$ cat config.mk
export PLATFORM = sky130hd
export DESIGN_NAME = stat_irq_reg
export DESIGN_NICKNAME = d
export VERILOG_FILES = /design/src/rtl/stat_irq_pkg.sv /design/src/rtl/stat_w1c_bank.sv /design/src/rtl/stat_lsd_cell.sv /design/src/rtl/stat_cmd_flag.sv /design/src/rtl/stat_irq_regif.sv /design/src/rtl/stat_irq_reg.sv
export SDC_FILE = /design/constraint.sdc
export NUM_CORES = 1
export LEC_CHECK = 0
export ABC_AREA = 1
export BUFFER_PORTS_ARGS = -buffer_cell sky130_fd_sc_hd__buf_2
export CAP_MARGIN = 20
export CELL_PAD_IN_SITES_DETAIL_PLACEMENT = 2
export CELL_PAD_IN_SITES_GLOBAL_PLACEMENT = 2
export CORE_ASPECT_RATIO = 0.75
export CORE_MARGIN = 4
export CORE_UTILIZATION = 30
export DETAILED_ROUTE_END_ITERATION = 16
export PLACE_DENSITY = 0.93
export SLEW_MARGIN = 20
export SYNTH_ARGS = -nofsm -noshare
export SYNTH_HDL_FRONTEND = slang
export SYNTH_SLANG_ARGS = --single-unit
$ cat constraint.sdc
create_clock -name clk_i -period 2.4 [get_ports clk_i]
set_clock_uncertainty 0.05 [all_clocks]
set_input_delay 0.24 -clock clk_i [delete_from_list [all_inputs] [get_ports clk_i]]
set_output_delay 0.24 -clock clk_i [all_outputs]
set_load 0.02 [all_outputs]
$ cat src/rtl/stat_irq_pkg.sv
package stat_irq_pkg;
  localparam int DW    = 16;
  localparam int AW    = 2;
  localparam int OOR_N = 8;
  localparam int OSC_N = 2;
  localparam int REV_W = 4;

  localparam int OOR_LSB = 0;
  localparam int REV_LSB = 8;
  localparam int OSC_LSB = 12;
  localparam int LSD_BIT = 14;
  localparam int CMD_BIT = 15;

  localparam logic [AW-1:0] A_STATUS = AW'(0);
  localparam logic [AW-1:0] A_MASK   = AW'(1);

  localparam logic [DW-1:0] REV_FIELD = DW'(((1 << REV_W) - 1) << REV_LSB);
  localparam logic [DW-1:0] MASK_WR   = ~REV_FIELD;
endpackage

$ cat src/rtl/stat_w1c_bank.sv
module stat_w1c_bank #(
  parameter int N = 8
) (
  input  logic         clk_i,
  input  logic         rst_ni,
  input  logic [N-1:0] set_i,
  input  logic [N-1:0] clr_i,
  output logic [N-1:0] q_o
);
  for (genvar k = 0; k < N; k++) begin : g_bit
    logic q;
    // set dominates clear
    always_ff @(posedge clk_i or negedge rst_ni) begin
      if (!rst_ni) q <= 1'b0;
      else         q <= set_i[k] | (q & ~clr_i[k]);
    end
    assign q_o[k] = q;
  end
endmodule

$ cat src/rtl/stat_lsd_cell.sv
module stat_lsd_cell (
  input  logic clk_i,
  input  logic rst_ni,
  input  logic low_i,
  input  logic good_i,
  input  logic clr_i,
  output logic q_o
);
  always_ff @(posedge clk_i or negedge rst_ni) begin
    if (!rst_ni) q_o <= 1'b0;
    else         q_o <= low_i | (q_o & ~(clr_i & good_i));
  end
endmodule

$ cat src/rtl/stat_cmd_flag.sv
module stat_cmd_flag (
  input  logic clk_i,
  input  logic rst_ni,
  input  logic bad_i,
  input  logic init_i,
  output logic ok_o
);
  always_ff @(posedge clk_i or negedge rst_ni) begin
    if (!rst_ni)     ok_o <= 1'b1;
    else if (bad_i)  ok_o <= 1'b0;
    else if (init_i) ok_o <= 1'b1;
  end
endmodule

$ cat src/rtl/stat_irq_regif.sv
module stat_irq_regif
  import stat_irq_pkg::*;
(
  input  logic          clk_i,
  input  logic          rst_ni,
  input  logic [AW-1:0] addr_i,
  input  logic          rd_en_i,
  input  logic          wr_en_i,
  input  logic [DW-1:0] wdata_i,
  input  logic [DW-1:0] status_i,
  output logic [DW-1:0] clr_o,
  output logic [DW-1:0] mask_o,
  output logic [DW-1:0] rdata_o
);
  logic wr_status, wr_mask;
  logic [DW-1:0] rd_mux;

  assign wr_status = wr_en_i && (addr_i == A_STATUS);
  assign wr_mask   = wr_en_i && (addr_i == A_MASK);
  assign clr_o     = wr_status ? wdata_i : '0;

  always_ff @(posedge clk_i or negedge rst_ni) begin
    if (!rst_ni)      mask_o <= '0;
    else if (wr_mask) mask_o <= wdata_i & MASK_WR;
  end

  always_comb begin
    unique case (addr_i)
      A_STATUS: rd_mux = status_i;
      A_MASK:   rd_mux = mask_o;
      default:  rd_mux = '0;
    endcase
  end

  always_ff @(posedge clk_i or negedge rst_ni) begin
    if (!rst_ni)      rdata_o <= '0;
    else if (rd_en_i) rdata_o <= rd_mux;
  end
endmodule

$ cat src/rtl/stat_irq_reg.sv
module stat_irq_reg
  import stat_irq_pkg::*;
#(
  parameter logic [REV_W-1:0] REV = 4'h3
) (
  input  logic                clk_i,
  input  logic                rst_ni,
  input  logic [AW-1:0]       addr_i,
  input  logic                rd_en_i,
  input  logic                wr_en_i,
  input  logic [DW-1:0]       wdata_i,
  output logic [DW-1:0]       rdata_o,
  input  logic [OOR_N-1:0]    oor_evt_i,
  input  logic [OSC_N-1:0]    osc_evt_i,
  input  logic                bad_cmd_i,
  input  logic                port_init_i,
  input  logic                supply_low_i,
  input  logic                supply_good_i,
  output logic                irq_o
);
  localparam int STK_N = OOR_N + OSC_N;

  logic [DW-1:0]    status_q, mask_q, clr;
  logic [DW-1:0]    pend;
  logic [STK_N-1:0] stk_set, stk_clr, stk_q;
  logic             lsd_q, cmd_ok_q;

  assign stk_set = {osc_evt_i, oor_evt_i};
  assign stk_clr = {clr[OSC_LSB +: OSC_N], clr[OOR_LSB +: OOR_N]};

  stat_w1c_bank #(.N(STK_N)) u_stk (
    .clk_i (clk_i),
    .rst_ni(rst_ni),
    .set_i (stk_set),
    .clr_i (stk_clr),
    .q_o   (stk_q)
  );

  stat_lsd_cell u_lsd (
    .clk_i (clk_i),
    .rst_ni(rst_ni),
    .low_i (supply_low_i),
    .good_i(supply_good_i),
    .clr_i (clr[LSD_BIT]),
    .q_o   (lsd_q)
  );

  stat_cmd_flag u_cmd (
    .clk_i (clk_i),
    .rst_ni(rst_ni),
    .bad_i (bad_cmd_i),
    .init_i(port_init_i),
    .ok_o  (cmd_ok_q)
  );

  always_comb begin
    status_q                        = '0;
    status_q[OOR_LSB +: OOR_N]      = stk_q[OOR_N-1:0];
    status_q[REV_LSB +: REV_W]      = REV;
    status_q[OSC_LSB +: OSC_N]      = stk_q[STK_N-1:OOR_N];
    status_q[LSD_BIT]               = lsd_q;
    status_q[CMD_BIT]               = cmd_ok_q;
  end

  stat_irq_regif u_regif (
    .clk_i   (clk_i),
    .rst_ni  (rst_ni),
    .addr_i  (addr_i),
    .rd_en_i (rd_en_i),
    .wr_en_i (wr_en_i),
    .wdata_i (wdata_i),
    .status_i(status_q),
    .clr_o   (clr),
    .mask_o  (mask_q),
    .rdata_o (rdata_o)
  );

  // command flag is active low; revision field never pends
  always_comb begin
    pend          = status_q & ~REV_FIELD;
    pend[CMD_BIT] = ~cmd_ok_q;
  end

  assign irq_o = |(pend & mask_q);
endmodule

==> results of run 1 <==
## cells in the mapped netlist
cell type and number:
buf_2 4, buf_4 4, buf_6 4, conb_1 1, dfrtp_1 36, dfstp_2 1
inv_1 14, inv_2 2, nand2_1 91, nand2_4 1, nand3_1 48, nor2_1 6
nor2_4 2, o21ai_0 1
## report_power, final
part	total (W)	switching (W)	internal [W]
Sequential	0.000735	0.0000469	0.000689
Combinational	0.000255	0.000167	0.0000881
Clock	0.000425	0.000218	0.000206
## cell families after synthesis
logic type,after synthesis,synth area share
and+or+nand+nor,148,0.369
DFF,37,0.536
other,1,0.00217
AOI/OAI and AO/OA,1,0.00289
buffers and inverters,28,0.0897
## metrics by stage
| stage | total power (W) | instances | utilization |
|---|---|---|---|
| floorplan | 0.000896 | 216 | - |
| global placement | 0.000989 | 327 | 0.362 |
| CTS | 0.00144 | 336 | 0.378 |
| finish | 0.00142 | 336 | 0.378 |
| detailed placement | 0.00101 | 327 | 0.362 |
| global route | 0.00150 | 336 | 0.378 |
## layer usage
| layer | routed length (um) | track usage | up-vias |
|---|---|---|---|
| met5 | 0 | 0 | - |
| met4 | 53 | 0.0473 | 0 |
| met3 | 277 | 0.0358 | 5 |
| met2 | 2290 | 0.260 | 40 |
| met1 | 2330 | 0.202 | 737 |
| li1 | - | - | 757 |
## repair_timing
| item | CTS | global route |
|---|---|---|
| buffers inserted | 0 | 0 |
| hold buffers | 1 | 0 |
| endpoints found under the hold margin | 1 | 0 |
## state kept, by name, indices dropped and copies added, names as in the netlist
| register | cells |
|---|---|
| u_cmd.ok_o | 1 |
| u_lsd.q_o | 1 |
| u_regif.mask_o | 12 |
| u_regif.rdata_o | 13 |
| u_stk.g_bit.q | 10 |
## final timing paths
kind | startpoint | endpoint | slack, ps | cells past startpoint
max | u_cmd.ok_o$_DFFE_PN1P_ | irq_o | 780 | 6
min | rst_ni | u_regif.rdata_o[9]$_DFFE_PN0P_ | -2 | 1
max in group asynchronous | rst_ni | u_regif.rdata_o[3]$_DFFE_PN0P_ | 1770 | 1
min in group clk_i | osc_evt_i[0] | u_stk.g_bit[8].q$_DFF_PN0_ | 80 | 3
max reg2reg | u_cmd.ok_o$_DFFE_PN1P_ | u_cmd.ok_o$_DFFE_PN1P_ | 1600 | 2
min reg2reg | u_regif.rdata_o[13]$_DFFE_PN0P_ | u_regif.rdata_o[13]$_DFFE_PN0P_ | 440 | 2
## area by class of cell
cell class	instances	area, sq um	area share
sequential	37	927	0.449
multi-input combinational	151	651	0.315
timing repair buffer	49	255	0.123
tap	75	93.8	0.0454
clock buffer	8	80.1	0.0387
inverter	16	60.1	0.0291
## critical path: stages (launching register included)
cell and delay (ps):
dfstp_2 550, inv_1 40, nand2_1 50, nand2_1 60, nor2_1 90, nand3_1 90, buf_2 170
==> impl_metrics.tcl, run 1 <==
set metrics [dict create \
    outcome "complete, but fails checks" \
    violations "hold timing" \
    peakVddDrop_mv 0.251 \
    synth_cell_type_count 14 \
    num_vias 1539 \
    cts_root_buf "clkbuf_8" \
    syn_area_per_cell_sq_um 8.04 \
    slew_headroom 0.438 \
    initial_core_util 0.316 \
    die_area_sq_um 7060 \
    place_congestion 0.686 \
    clk_pin_slew_worst_paths_ps 70 \
    setup_viol 0 \
    drive_gt1_frac 0.226 \
    synth_top_area_cell "dfrtp_1" \
    firstDrtPassIters 4 \
    arrival_ps 1330 \
    synth_seq_cells 37 \
    final.min_clock_period_ps 1620 \
    fill_cells 670 \
    worst_slew_pin_slew_ps 843 \
    grt_pass1_vias 1726 \
    numCtsBuffers 5 \
    seq_area_frac_synth 0.536 \
    dieWidth_um 95.7 \
    synthesis.area_sq_um 1730 \
    grt_usage 0.156 \
    area_growth_pct 19.5 \
    clock_sinks 37 \
    drc_errors 0 \
    rows 23 \
    maxSlewViolCount 0 \
    final_antenna_net_count 0 \
    ios 53 \
    numPortBuffers 46 \
    hpwlAfterDp_um 3630 \
    timing_hold_violations_final 5 \
    most-common-layout-cells "nand2_1, nand3_1, buf_2" \
    synth_top_area_frac 0.521 \
    yosys-top-cells-area "dfrtp_1, nand2_1, nand3_1, inv_1, buf_6" \
    clk_latency_ps 290 \
    pwr_density_cell_nw_per_um2 685 \
    place_ws_ps 976 \
    drt-total-wl_um 4950 \
    setup_slack_ps 778 \
    crit_type "reg2out" \
    wl_per_cell_um 14.7 \
    synth_cells 215 \
    cap_violations 0 \
    clock_path_buffers 2 \
    start_kind "flip-flop" \
    rsz0062_at_grt "no" \
    grt_pass1_wl_um 8270 \
    final_common_cell "nand2_1" \
    antenna_found_initial 0 \
    core_area_sq_um 5470 \
    fin_tns_setup_ps 0 \
    worstHoldPathType "in2async" \
    post-route-cell-area_sq_um 2070 \
    finalNetCount 296 \
    antennaDiodeCount 0 \
    cp_data_required_time_ps 2110 \
    crit_fanout 3 \
    vias_per_cell 4.58 \
    fmax_mhz 616 \
    placed_area_sq_um 1980 \
    cts_resized 0 \
    grt_max_degree 38 \
    grt.overflow.total 0 \
    cellLeakagePower_nw 1.14 \
    cts_tree "yes" \
    holdWs_ps -1.64 \
    cts-htree-levels 2 \
    synth_warnings 0 \
    period_share 0.676 \
    die_y_um 73.8 \
    end_kind "output port" \
    drtIter0Drc 26 \
]
Power figures use the tool's default switching activity.
==> run 2: changes to the inputs <==
--- a/config.mk
+++ b/config.mk
@@ -5,16 +5,16 @@
 export SDC_FILE = /design/constraint.sdc
 export NUM_CORES = 1
 export LEC_CHECK = 0
-export ABC_AREA = 1
+export ABC_AREA = 0
 export BUFFER_PORTS_ARGS = -buffer_cell sky130_fd_sc_hd__buf_2
 export CAP_MARGIN = 20
 export CELL_PAD_IN_SITES_DETAIL_PLACEMENT = 2
 export CELL_PAD_IN_SITES_GLOBAL_PLACEMENT = 2
 export CORE_ASPECT_RATIO = 0.75
 export CORE_MARGIN = 4
-export CORE_UTILIZATION = 30
+export CORE_UTILIZATION = 32
 export DETAILED_ROUTE_END_ITERATION = 16
-export PLACE_DENSITY = 0.93
+export PLACE_DENSITY = 0.89
 export SLEW_MARGIN = 20
 export SYNTH_ARGS = -nofsm -noshare
 export SYNTH_HDL_FRONTEND = slang
==> constraint.sdc (replaced) <==
create_clock -name clk_i -period 1.5 [get_ports clk_i]
set_clock_uncertainty 0.05 [all_clocks]
set_input_delay 0.15 -clock clk_i [delete_from_list [all_inputs] [get_ports clk_i]]
set_output_delay 0.15 -clock clk_i [all_outputs]
set_load 0.02 [all_outputs]
==> run 2 against run 1 <==
  * The flow finishes with violations (setup timing)
  * Cell count is 20% lower
  * Combinational power increased by 100%
  * Via count fell by 18%
  * Worst setup slack lost 960 ps
  * Critical path depth down 2
  * Sequential share of layout area decreased by 3.1 points
  * Non-clock buffer count is 17 higher
  * Critical endpoint unchanged
==> impl_metrics.tcl, run 2 <==
set metrics [dict create \
    grt_pass1_wl_um 7760 \
    firstDrtPassIters 4 \
    cts_root_buf "clkbuf_8" \
    worst-r2r-setup-slack_ps 500 \
    synth_cells 132 \
    p_int_w 0.00171 \
    clock_sinks 37 \
    final_common_cell "buf_2" \
    start_kind "flip-flop" \
    most-common-layout-cells "buf_2, dfrtp_1, inv_1" \
    initial_core_util 0.335 \
    die_y_um 70.6 \
    synth_cell_type_count 21 \
    hpwlAfterDp_um 3410 \
    end_kind "output port" \
    grt_pass1_vias 1404 \
    arrival_ps 1480 \
    rr_startpoint "u_stk.g_bit[8].q$_DFF_PN0_" \
    worst_slew_pin_slew_ps 555 \
    r2r_end "u_regif.rdata_o[12]$_DFFE_PN0P_" \
    clock_path_buffers 2 \
    seq_power_share 0.505 \
    maxSlewViolCount 0 \
    peakVddDrop_mv 0.396 \
    worstHoldPathType "in2reg" \
    dieWidth_um 91.4 \
    drc_errors 0 \
    pwr_density_cell_nw_per_um2 1080 \
    yosys-top-cells-area "dfrtp_1, mux2_4, mux2i_1, a21o_1, o22ai_1" \
    grt_max_degree 20 \
    worstHoldStart "supply_low_i" \
    synth_seq_cells 37 \
    p_clk_frac 0.281 \
    fmax_mhz 595 \
    clk_pin_slew_worst_paths_ps 70 \
    synthesis.area_sq_um 1670 \
    drt-total-wl_um 4820 \
    place_congestion 0.711 \
    period_share 1.12 \
    die_area_sq_um 6450 \
    num_vias 1258 \
    hold_path_depth 2 \
    drtIter0Drc 16 \
    post-route-cell-area_sq_um 2220 \
    outcome "complete, but fails checks" \
    crit_fanout 3 \
    numPortBuffers 46 \
    ys_async_sr_fraction 1.00 \
    fin_tns_setup_ps -182 \
    core_area_sq_um 4980 \
    rsz0062_at_grt "yes" \
    p_comb_frac 0.214 \
    antennaDiodeCount 0 \
    slew_headroom 0.630 \
    setup_viol 1 \
    synth_edf_count 0 \
    rows 22 \
    crit_type "reg2out" \
    whs_endpoint "u_lsd.q_o$_DFF_PN0_" \
    grt.overflow.total 0 \
    synth_top_area_frac 0.539 \
    cts-htree-levels 2 \
    antenna_found_initial 0 \
    seq_area_frac_synth 0.555 \
    cellLeakagePower_nw 1.07 \
    finalNetCount 233 \
    grt_usage 0.159 \
    synth_warnings 0 \
    ios 53 \
    numCtsBuffers 5 \
    clk_latency_ps 290 \
    cp_data_required_time_ps 1300 \
    sw_frac_of_total 0.288 \
    vias_per_cell 4.66 \
    synth_commonest_cells "dfrtp_1, inv_1, mux2i_1, o22ai_1, a21o_1" \
    drive_gt1_frac 0.394 \
    largest-register "u_regif.rdata_o" \
    synth-main-ff-cell "dfrtp_1" \
    yosysMostFrequentCell "dfrtp_1" \
    wl_per_cell_um 17.9 \
    r2r.worst_path.cells 3 \
    violations "setup timing" \
    largest_register_ffs 13 \
    top_regs "u_regif.rdata_o: 13 flops, u_regif.mask_o: 12 flops, u_stk.g_bit.q: 10 flops" \
    setup_slack_ps -182 \
    syn_area_per_cell_sq_um 12.7 \
    area_growth_pct 32.9 \
    cap_violations 0 \
    final_antenna_net_count 0 \
    cts_tree "yes" \
    netSwitchingPower_w 0.000690 \
    placed_area_sq_um 1960 \
    timing_hold_violations_final 0 \
    synth_top_area_cell "dfrtp_1" \
    p_total_w 0.00240 \
    final.min_clock_period_ps 1680 \
]
==> run 2: changes by cell type after synthesis, sizes merged, moves of 4 or more <==
cell   previous run  this run
mux2              0        13
nand3            48         2
nand2            92        10
buf              12         8
nor2              8         3
o22ai             0        12
a21o              0        11
mux2i             0        12
==> run 2: timing repair <==
item                                    in CTS  in global routing
hold buffers                                12                  0
setup buffers                                3                  1
resized for setup                            5                  0
endpoints found under the setup margin       1                  1
hold endpoints to repair                    28                  0
pin swaps                                    2                  1
==> run 2: how the worst max path moves through the flow <==
stage	startpoint	end	slack (ps)	cells after the start
after detailed placement	u_stk.g_bit[8].q$_DFF_PN0_	irq_o	60	4
after global routing	u_stk.g_bit[8].q$_DFF_PN0_	irq_o	-220	4
after global placement	u_stk.g_bit[8].q$_DFF_PN0_	irq_o	80	4
after floorplan	u_cmd.ok_o$_DFFE_PN1P_	irq_o	280	3
final	u_stk.g_bit[0].q$_DFF_PN0_	irq_o	-180	4
after CTS	u_regif.mask_o[12]$_DFFE_PN0P_	irq_o	-160	4
==> run 2: power groups by stage <==
stage / Combinational [W] / Clock, W / Sequential [W]
final: 0.000514 / 0.000674 / 0.00121
after global routing: 0.000561 / 0.000749 / 0.00123
after CTS: 0.000507 / 0.000696 / 0.00121
after detailed placement: 0.000461 / 0 / 0.00122
after global placement: 0.000437 / 0 / 0.00121
after floorplan: 0.000247 / 0 / 0.00124
==> run 2: through the flow <==
stage	hold slack, ps	setup WS [ps]	std cells	util
floorplan	-196	281	133	-
finish	17.4	-182	270	0.446
global placement	86.5	83.5	246	0.394
detailed placement	85.9	60.0	246	0.394
CTS	7.82	-156	269	0.444
global route	3.28	-222	270	0.446
==> run 2: worst max-delay path, cell delays in order (launching register included) <==
cell and delay, ps:
dfrtp_1 400, a22o_1 270, a221oi_2 200, nand3_1 160, buf_6 160
==> run 2: cells by family after synthesis <==
logic type,Yosys count,share of synthesized area
simple gates,18,0.0622
other cells,1,0.00225
flops,37,0.555
compound gates,29,0.126
buf+inv,22,0.0727
mux,25,0.182
==> run 2: layout make-up <==
class | count | area [sq um]
timing repair buffer | 66 | 429
inverter | 13 | 48.8
sequential | 37 | 927
tap | 72 | 90.1
clock buffer | 8 | 80.1
fill | 516 | 2760
multi-input combinational | 74 | 644
==> run 2: routing by layer <==
layer | track usage | vias up | share of wire
met5 | 0 | - | 0
met1 | 0.208 | 636 | 0.45
met4 | 0.0401 | 0 | 0.0070
met2 | 0.264 | 34 | 0.50
met3 | 0.0436 | 4 | 0.046
li1 | - | 584 | -
